`config.mk`:
```
export PLATFORM = sky130hd
export DESIGN_NAME = tdm_tx
export DESIGN_NICKNAME = d
export VERILOG_FILES = /design/src/rtl/tdm_tx_pkg.sv /design/src/rtl/tdm_tx_fifo.sv /design/src/rtl/tdm_tx_core.sv /design/src/rtl/tdm_tx.sv
export SDC_FILE = /design/constraint.sdc
export NUM_CORES = 1
export LEC_CHECK = 0
export BUFFER_PORTS_ARGS = -buffer_cell sky130_fd_sc_hd__buf_2
export CAP_MARGIN = 25
export CORE_MARGIN = 2
export CORE_UTILIZATION = 55
export DETAILED_ROUTE_END_ITERATION = 10
export GPL_TIMING_DRIVEN = 0
export PLACE_DENSITY = 0.82
export SYNTH_ARGS = -nofsm -noshare
export SYNTH_HDL_FRONTEND = slang
export SYNTH_SLANG_ARGS = --single-unit
```
`constraint.sdc`:
```
create_clock -name clk -period 9.3 [get_ports clk]
set_clock_uncertainty 0.15 [all_clocks]
set_input_delay 1.86 -clock clk [delete_from_list [all_inputs] [get_ports clk]]
set_output_delay 1.86 -clock clk [all_outputs]
set_load 0.005 [all_outputs]
```
`src/rtl/tdm_tx_pkg.sv`:
```
package tdm_tx_pkg;
    typedef enum logic {
        CH0 = 1'b0,
        CH1 = 1'b1
    } chan_e;
endpackage

```
`src/rtl/tdm_tx_fifo.sv`:
```
module tdm_tx_fifo #(
    parameter int W     = 16,
    parameter int DEPTH = 4
) (
    input  logic         clk,
    input  logic         rst_n,
    input  logic         wr_en,
    input  logic [W-1:0] wr_data,
    input  logic         rd_en,
    output logic [W-1:0] rd_data,
    output logic         empty,
    output logic         full
);
    localparam int AW = (DEPTH > 1) ? $clog2(DEPTH) : 1;
    localparam int CW = $clog2(DEPTH + 1);

    typedef struct packed {
        logic [DEPTH-1:0][W-1:0] mem;
        logic [AW-1:0]           wp;
        logic [AW-1:0]           rp;
        logic [CW-1:0]           cnt;
    } fifo_st_t;

    fifo_st_t q, d;
    logic do_wr, do_rd;

    always_comb begin
        d     = q;
        do_wr = wr_en && (q.cnt != CW'(DEPTH));
        do_rd = rd_en && (q.cnt != '0);
        if (do_wr) begin
            d.mem[q.wp] = wr_data;
            d.wp = (q.wp == AW'(DEPTH - 1)) ? '0 : q.wp + AW'(1);
        end
        if (do_rd) begin
            d.rp = (q.rp == AW'(DEPTH - 1)) ? '0 : q.rp + AW'(1);
        end
        d.cnt = q.cnt + CW'(do_wr) - CW'(do_rd);
    end

    always_ff @(posedge clk or negedge rst_n) begin
        if (!rst_n) q <= '0;
        else        q <= d;
    end

    assign rd_data = q.mem[q.rp];
    assign empty   = (q.cnt == '0);
    assign full    = (q.cnt == CW'(DEPTH));
endmodule

```
`src/rtl/tdm_tx_core.sv`:
```
module tdm_tx_core
    import tdm_tx_pkg::*;
#(
    parameter int SLOT_W = 16,
    parameter int NSLOT  = 8
) (
    input  logic              clk,
    input  logic              rst_n,
    input  logic              fs,
    input  logic              tx_en,
    input  logic              two_ch_en,
    input  logic [NSLOT-1:0]  slot_mask,
    input  logic [SLOT_W-1:0] head0,
    input  logic [SLOT_W-1:0] head1,
    input  logic              empty0,
    input  logic              empty1,
    output logic              pop0,
    output logic              pop1,
    output logic              sd_out,
    output logic              sd_oe,
    output logic [1:0]        underrun
);
    localparam int SW = (NSLOT > 1) ? $clog2(NSLOT) : 1;
    localparam int BW = $clog2(SLOT_W);

    typedef struct packed {
        logic              active;
        logic              running;
        logic [SW-1:0]     slot;
        logic [BW-1:0]     bitc;
        logic [SLOT_W-1:0] shreg;
        logic              oe;
        logic              ptr;
        logic [SLOT_W-1:0] last0;
        logic [SLOT_W-1:0] last1;
        logic [1:0]        urun;
    } core_st_t;

    core_st_t q, d;
    logic              start;
    logic [SW-1:0]     s_idx;
    logic              act;
    logic              ptr_cur;
    chan_e             ch;
    logic [SLOT_W-1:0] word;

    always_comb begin
        d       = q;
        pop0    = 1'b0;
        pop1    = 1'b0;
        start   = 1'b0;
        s_idx   = '0;
        word    = '0;
        ch      = CH0;
        act     = fs ? tx_en : (q.active && tx_en);
        ptr_cur = fs ? 1'b0 : q.ptr;
        d.active = act;

        if (fs) begin
            start     = 1'b1;
            d.running = 1'b1;
        end else if (q.running) begin
            if (q.bitc == BW'(SLOT_W - 1)) begin
                if (q.slot == SW'(NSLOT - 1)) begin
                    d.running = 1'b0;
                    d.oe      = 1'b0;
                end else begin
                    start = 1'b1;
                    s_idx = q.slot + SW'(1);
                end
            end else begin
                d.bitc  = q.bitc + BW'(1);
                d.shreg = {q.shreg[SLOT_W-2:0], 1'b0};
            end
        end

        if (start) begin
            d.slot = s_idx;
            d.bitc = '0;
            d.ptr  = ptr_cur;
            if (act && slot_mask[s_idx]) begin
                ch = (two_ch_en && ptr_cur) ? CH1 : CH0;
                if (ch == CH0) begin
                    if (!empty0) begin
                        pop0    = 1'b1;
                        word    = head0;
                        d.last0 = head0;
                    end else begin
                        word      = q.last0;
                        d.urun[0] = 1'b1;
                    end
                end else begin
                    if (!empty1) begin
                        pop1    = 1'b1;
                        word    = head1;
                        d.last1 = head1;
                    end else begin
                        word      = q.last1;
                        d.urun[1] = 1'b1;
                    end
                end
                d.shreg = word;
                d.oe    = 1'b1;
                d.ptr   = two_ch_en ? ~ptr_cur : 1'b0;
            end else begin
                d.shreg = '0;
                d.oe    = 1'b0;
            end
        end

        if (!tx_en) d.oe = 1'b0;
    end

    always_ff @(posedge clk or negedge rst_n) begin
        if (!rst_n) q <= '0;
        else        q <= d;
    end

    assign sd_out   = q.shreg[SLOT_W-1] & q.oe;
    assign sd_oe    = q.oe;
    assign underrun = q.urun;
endmodule

```
`src/rtl/tdm_tx.sv`:
```
module tdm_tx #(
    parameter int SLOT_W = 16,
    parameter int NSLOT  = 8,
    parameter int DEPTH  = 4
) (
    input  logic              clk,
    input  logic              rst_n,
    input  logic              fs,
    input  logic              tx_en,
    input  logic              two_ch_en,
    input  logic [NSLOT-1:0]  slot_mask,
    input  logic [1:0]        irq_en,
    input  logic [1:0]        wr_en,
    input  logic [SLOT_W-1:0] wr_data0,
    input  logic [SLOT_W-1:0] wr_data1,
    output logic              sd_out,
    output logic              sd_oe,
    output logic [1:0]        empty,
    output logic [1:0]        irq,
    output logic [1:0]        req,
    output logic [1:0]        underrun
);
    localparam int NCH = 2;

    logic [SLOT_W-1:0] wdata [NCH];
    logic [SLOT_W-1:0] head  [NCH];
    logic [NCH-1:0]    empty_w;
    logic [NCH-1:0]    full_w;
    logic [NCH-1:0]    pop;

    assign wdata[0] = wr_data0;
    assign wdata[1] = wr_data1;

    for (genvar i = 0; i < NCH; i++) begin : g_ch
        tdm_tx_fifo #(.W(SLOT_W), .DEPTH(DEPTH)) fifo_i (
            .clk     (clk),
            .rst_n   (rst_n),
            .wr_en   (wr_en[i]),
            .wr_data (wdata[i]),
            .rd_en   (pop[i]),
            .rd_data (head[i]),
            .empty   (empty_w[i]),
            .full    (full_w[i])
        );
    end

    tdm_tx_core #(.SLOT_W(SLOT_W), .NSLOT(NSLOT)) core_i (
        .clk       (clk),
        .rst_n     (rst_n),
        .fs        (fs),
        .tx_en     (tx_en),
        .two_ch_en (two_ch_en),
        .slot_mask (slot_mask),
        .head0     (head[0]),
        .head1     (head[1]),
        .empty0    (empty_w[0]),
        .empty1    (empty_w[1]),
        .pop0      (pop[0]),
        .pop1      (pop[1]),
        .sd_out    (sd_out),
        .sd_oe     (sd_oe),
        .underrun  (underrun)
    );

    assign empty = empty_w;
    assign irq   = empty_w & irq_en;
    assign req   = ~full_w;
endmodule

```
==> flow_summary.ini <==
[run_status]
outcome = completed

[layout]
nets = 871
multi_input_area_um2 = 4300
drive_gt1_share_pct = 38.3
final_cells = 1040
mostFrequentLayoutCell = dfrtp_1
diodes = 0
syn2layout_area_growth_pct = 12.9
layout_common_cells = dfrtp_1 (203), mux2_2 (144), nand2_1 (100)
seqCellArea_um2 = 5080
fillers = 1313

[cts]
hold_buffers = 0
cts.htree.levels = 1
clk_latency_ns = 0.49
post-cts-setup-buffers = 0
cts_inserted_buffers = 21
cts_buffer_depth = 3
cts.sinks = 203
root_buffer = clkbuf_16
cts_tree = done
cts_resized = 0
clk_pin_slew_ns = 0.06

[floorplanning]
coreArea_um2 = 17300
pin_count = 59
floorplan.die_area_um2 = 18700
rows = 48
dieWidth_um = 137
fp.dieH_um = 137
start_util_pct = 56.1

[critical_path]
rr_worst_depth = 14
rr_startpoint = core_i.q[56]$_DFFE_PN0N_
r2r_slack_ns = 5.49
critPathCaptureType = register
start_kind = primary input
worst_r2r_endpoint = g_ch[0].fifo_i.q[2]$_DFF_PN0_
crit_arrival_ns = 4.79
crit_type = primary input to register
cp_max_fo = 10
cp_data_required_time_ns = 9.56

[pwr]
finalPower_mw = 3.44
p_clk_share_pct = 22.9
comb_power_share_pct = 35.1
swShare_pct = 30.8
seqPwrFrac_pct = 42.0
power.density_nw_per_um2 = 314
ir_worst_vdd_uv = 144
switchingPower_mw = 1.06
power.leakage_nw = 4.93
power.internal_mw = 2.38

[timing]
slew_viol_final = 0
max_slew_margin_pct = 48.9
hold_viol = 0
fin_setup_tns_ns = 0
setup_viol = 0
period_needed_ns = 4.53
fin_ws_ns = 4.77
rsz0062_at_grt = no
max_clock_freq_mhz = 221
worstMarginPinSlew_ns = 0.767
period_share_pct = 48.7

[synth]
yosysSeqAreaShare_pct = 52.4
syn_inst = 721
synth_top_area_share_pct = 52.4
synth_nets = 789
syn-cell-area_um2 = 9700
syn_area_per_cell_um2 = 13.5
yosysTopAreaCell = dfrtp_1
synthFlopType = dfrtp_1
synth_edf_count = 0
yosys_warnings = 0
ys_types = 50
yosys-top-cells-area = dfrtp_1 (52%), mux2_2 (17%), mux4_2 (7.4%)
synth_seq_cells = 203
synthArstFlopShare_pct = 100

[min_path]
hp-start = core_i.underrun[0]$_DFFE_PN0P_
hold_path_end = core_i.underrun[0]$_DFFE_PN0P_
hold_path.class = register to register
min_path_cells = 1

[routing]
num_vias = 5960
wirelength_um = 19000
routedWlPerCell_um = 18.3
drtIter0Drc = 391
antenna_left = 0
drtPass1Iterations = 5
drt_drc_violations_left = 0
viasPerCell = 5.73

[global_routing]
track_usage_pct = 21.5
grt_max_degree = 104
grt_pass1_vias = 6346
grt_antenna_before_repair = 1
grt_overflow = 0
grt_pass1_wl_um = 31700

[placed_design]
place_inst = 1005
pre_cts_ws_ns = 4.31
io_buffers = 58
gp_congestion = 0.814
dp_hpwl_um = 13100

[run]
cap_violations = 0
==> cell families after synthesis <==
logic type / Yosys count / synth area share [%]
adders and majority gates: 19 / 2.61
and+or+nand+nor: 152 / 7.38
AOI/OAI and AO/OA: 53 / 4.53
DFF: 203 / 52.4
muxes: 218 / 29.2
xor gates and xnor gates: 7 / 0.632
buffers and inverters: 69 / 3.32
==> cell type report <==
class                      count  area share [%]
buffer                        41            1.98
clock buffer                  34            5.79
clock inverter                 1          0.0457
inverter                      28           0.960
multi-input combinational    449            39.3
sequential                   203            46.4
tap                          225            2.57
timing repair buffer          59            2.99
==> how the worst max path moves through the flow <==
stage | from | slack, ns | end
after floorplan | fs | 4.95 | g_ch[0].fifo_i.q[2]$_DFF_PN0_
after global placement | rst_n | 2.82 | g_ch[1].fifo_i.q[63]$_DFFE_PN0P_
after detailed placement | fs | 4.31 | g_ch[1].fifo_i.q[2]$_DFF_PN0_
after CTS | fs | 4.76 | g_ch[1].fifo_i.q[2]$_DFF_PN0_
after global routing | fs | 4.58 | g_ch[1].fifo_i.q[2]$_DFF_PN0_
final | fs | 4.77 | g_ch[1].fifo_i.q[2]$_DFF_PN0_
==> worst max-delay path: stages <==
cell and delay (ns):
buf_2 0.15, buf_6 0.16, nor2b_1 0.07, nand2_1 0.28, clkbuf_1 0.39, clkbuf_1 0.45, nor4_1 0.12, ha_1 0.32
inv_1 0.06, ha_1 0.13, inv_1 0.05, fa_1 0.37, xnor2_1 0.23, xnor2_1 0.14
==> stage by stage <==
step	util [%]	hold slack, ns	cell area, um2
2_1_floorplan	-	0.279	9700
3_3_place_gp	59.4	0.297	10300
3_5_place_dp	59.6	0.298	10300
4_1_cts	63.3	0.315	10900
5_1_grt	63.3	0.332	10900
6_report	63.3	0.316	10900
==> metal layers <==
metal / GRT usage (%) / vias up / part of all wire (%)
met5: 0 / - / 0
met4: 5.38 / 0 / 1.8
met3: 3.96 / 33 / 4.5
met2: 35.0 / 124 / 49
met1: 30.1 / 3064 / 44
li1: - / 2739 / -
==> cell usage after synthesis (2+ instances only) <==
cell / instances
buf_2: 5
nand3_1: 5
buf_1: 2
a21oi_1: 17
ha_1: 17
clkbuf_1: 24
and3_1: 3
nand2_1: 100
o221ai_2: 8
nor2_1: 23
a211o_1: 2
inv_1: 26
o21ai_0: 9
and2_1: 5
mux2_4: 13
buf_6: 3
a21o_1: 2
or3_1: 2
dfrtp_1: 203
o221ai_1: 6
xor2_1: 3
buf_4: 6
mux4_2: 32
nor2b_1: 2
mux2i_1: 29
xnor2_1: 4
nor4b_4: 2
mux2_2: 144
nand2b_1: 2
fa_1: 2
==> flip-flops by register name, summed over array words and instances, names as in the netlist <==
name / flops
core_i.q: 58
core_i.sd_oe: 1
core_i.underrun: 2
g_ch.fifo_i.q: 142
==> power groups by stage <==
stage                     Sequential (mW)  Combinational [mW]  Clock, mW
final                                1.44                1.21      0.789
after global routing                 1.49                1.32      0.835
after CTS                            1.44                1.22      0.803
after detailed placement             1.45                1.22          0
after global placement               1.43                1.16          0
after floorplan                      1.38               0.946          0
No activity file was read; power rests on OpenSTA's default activity.
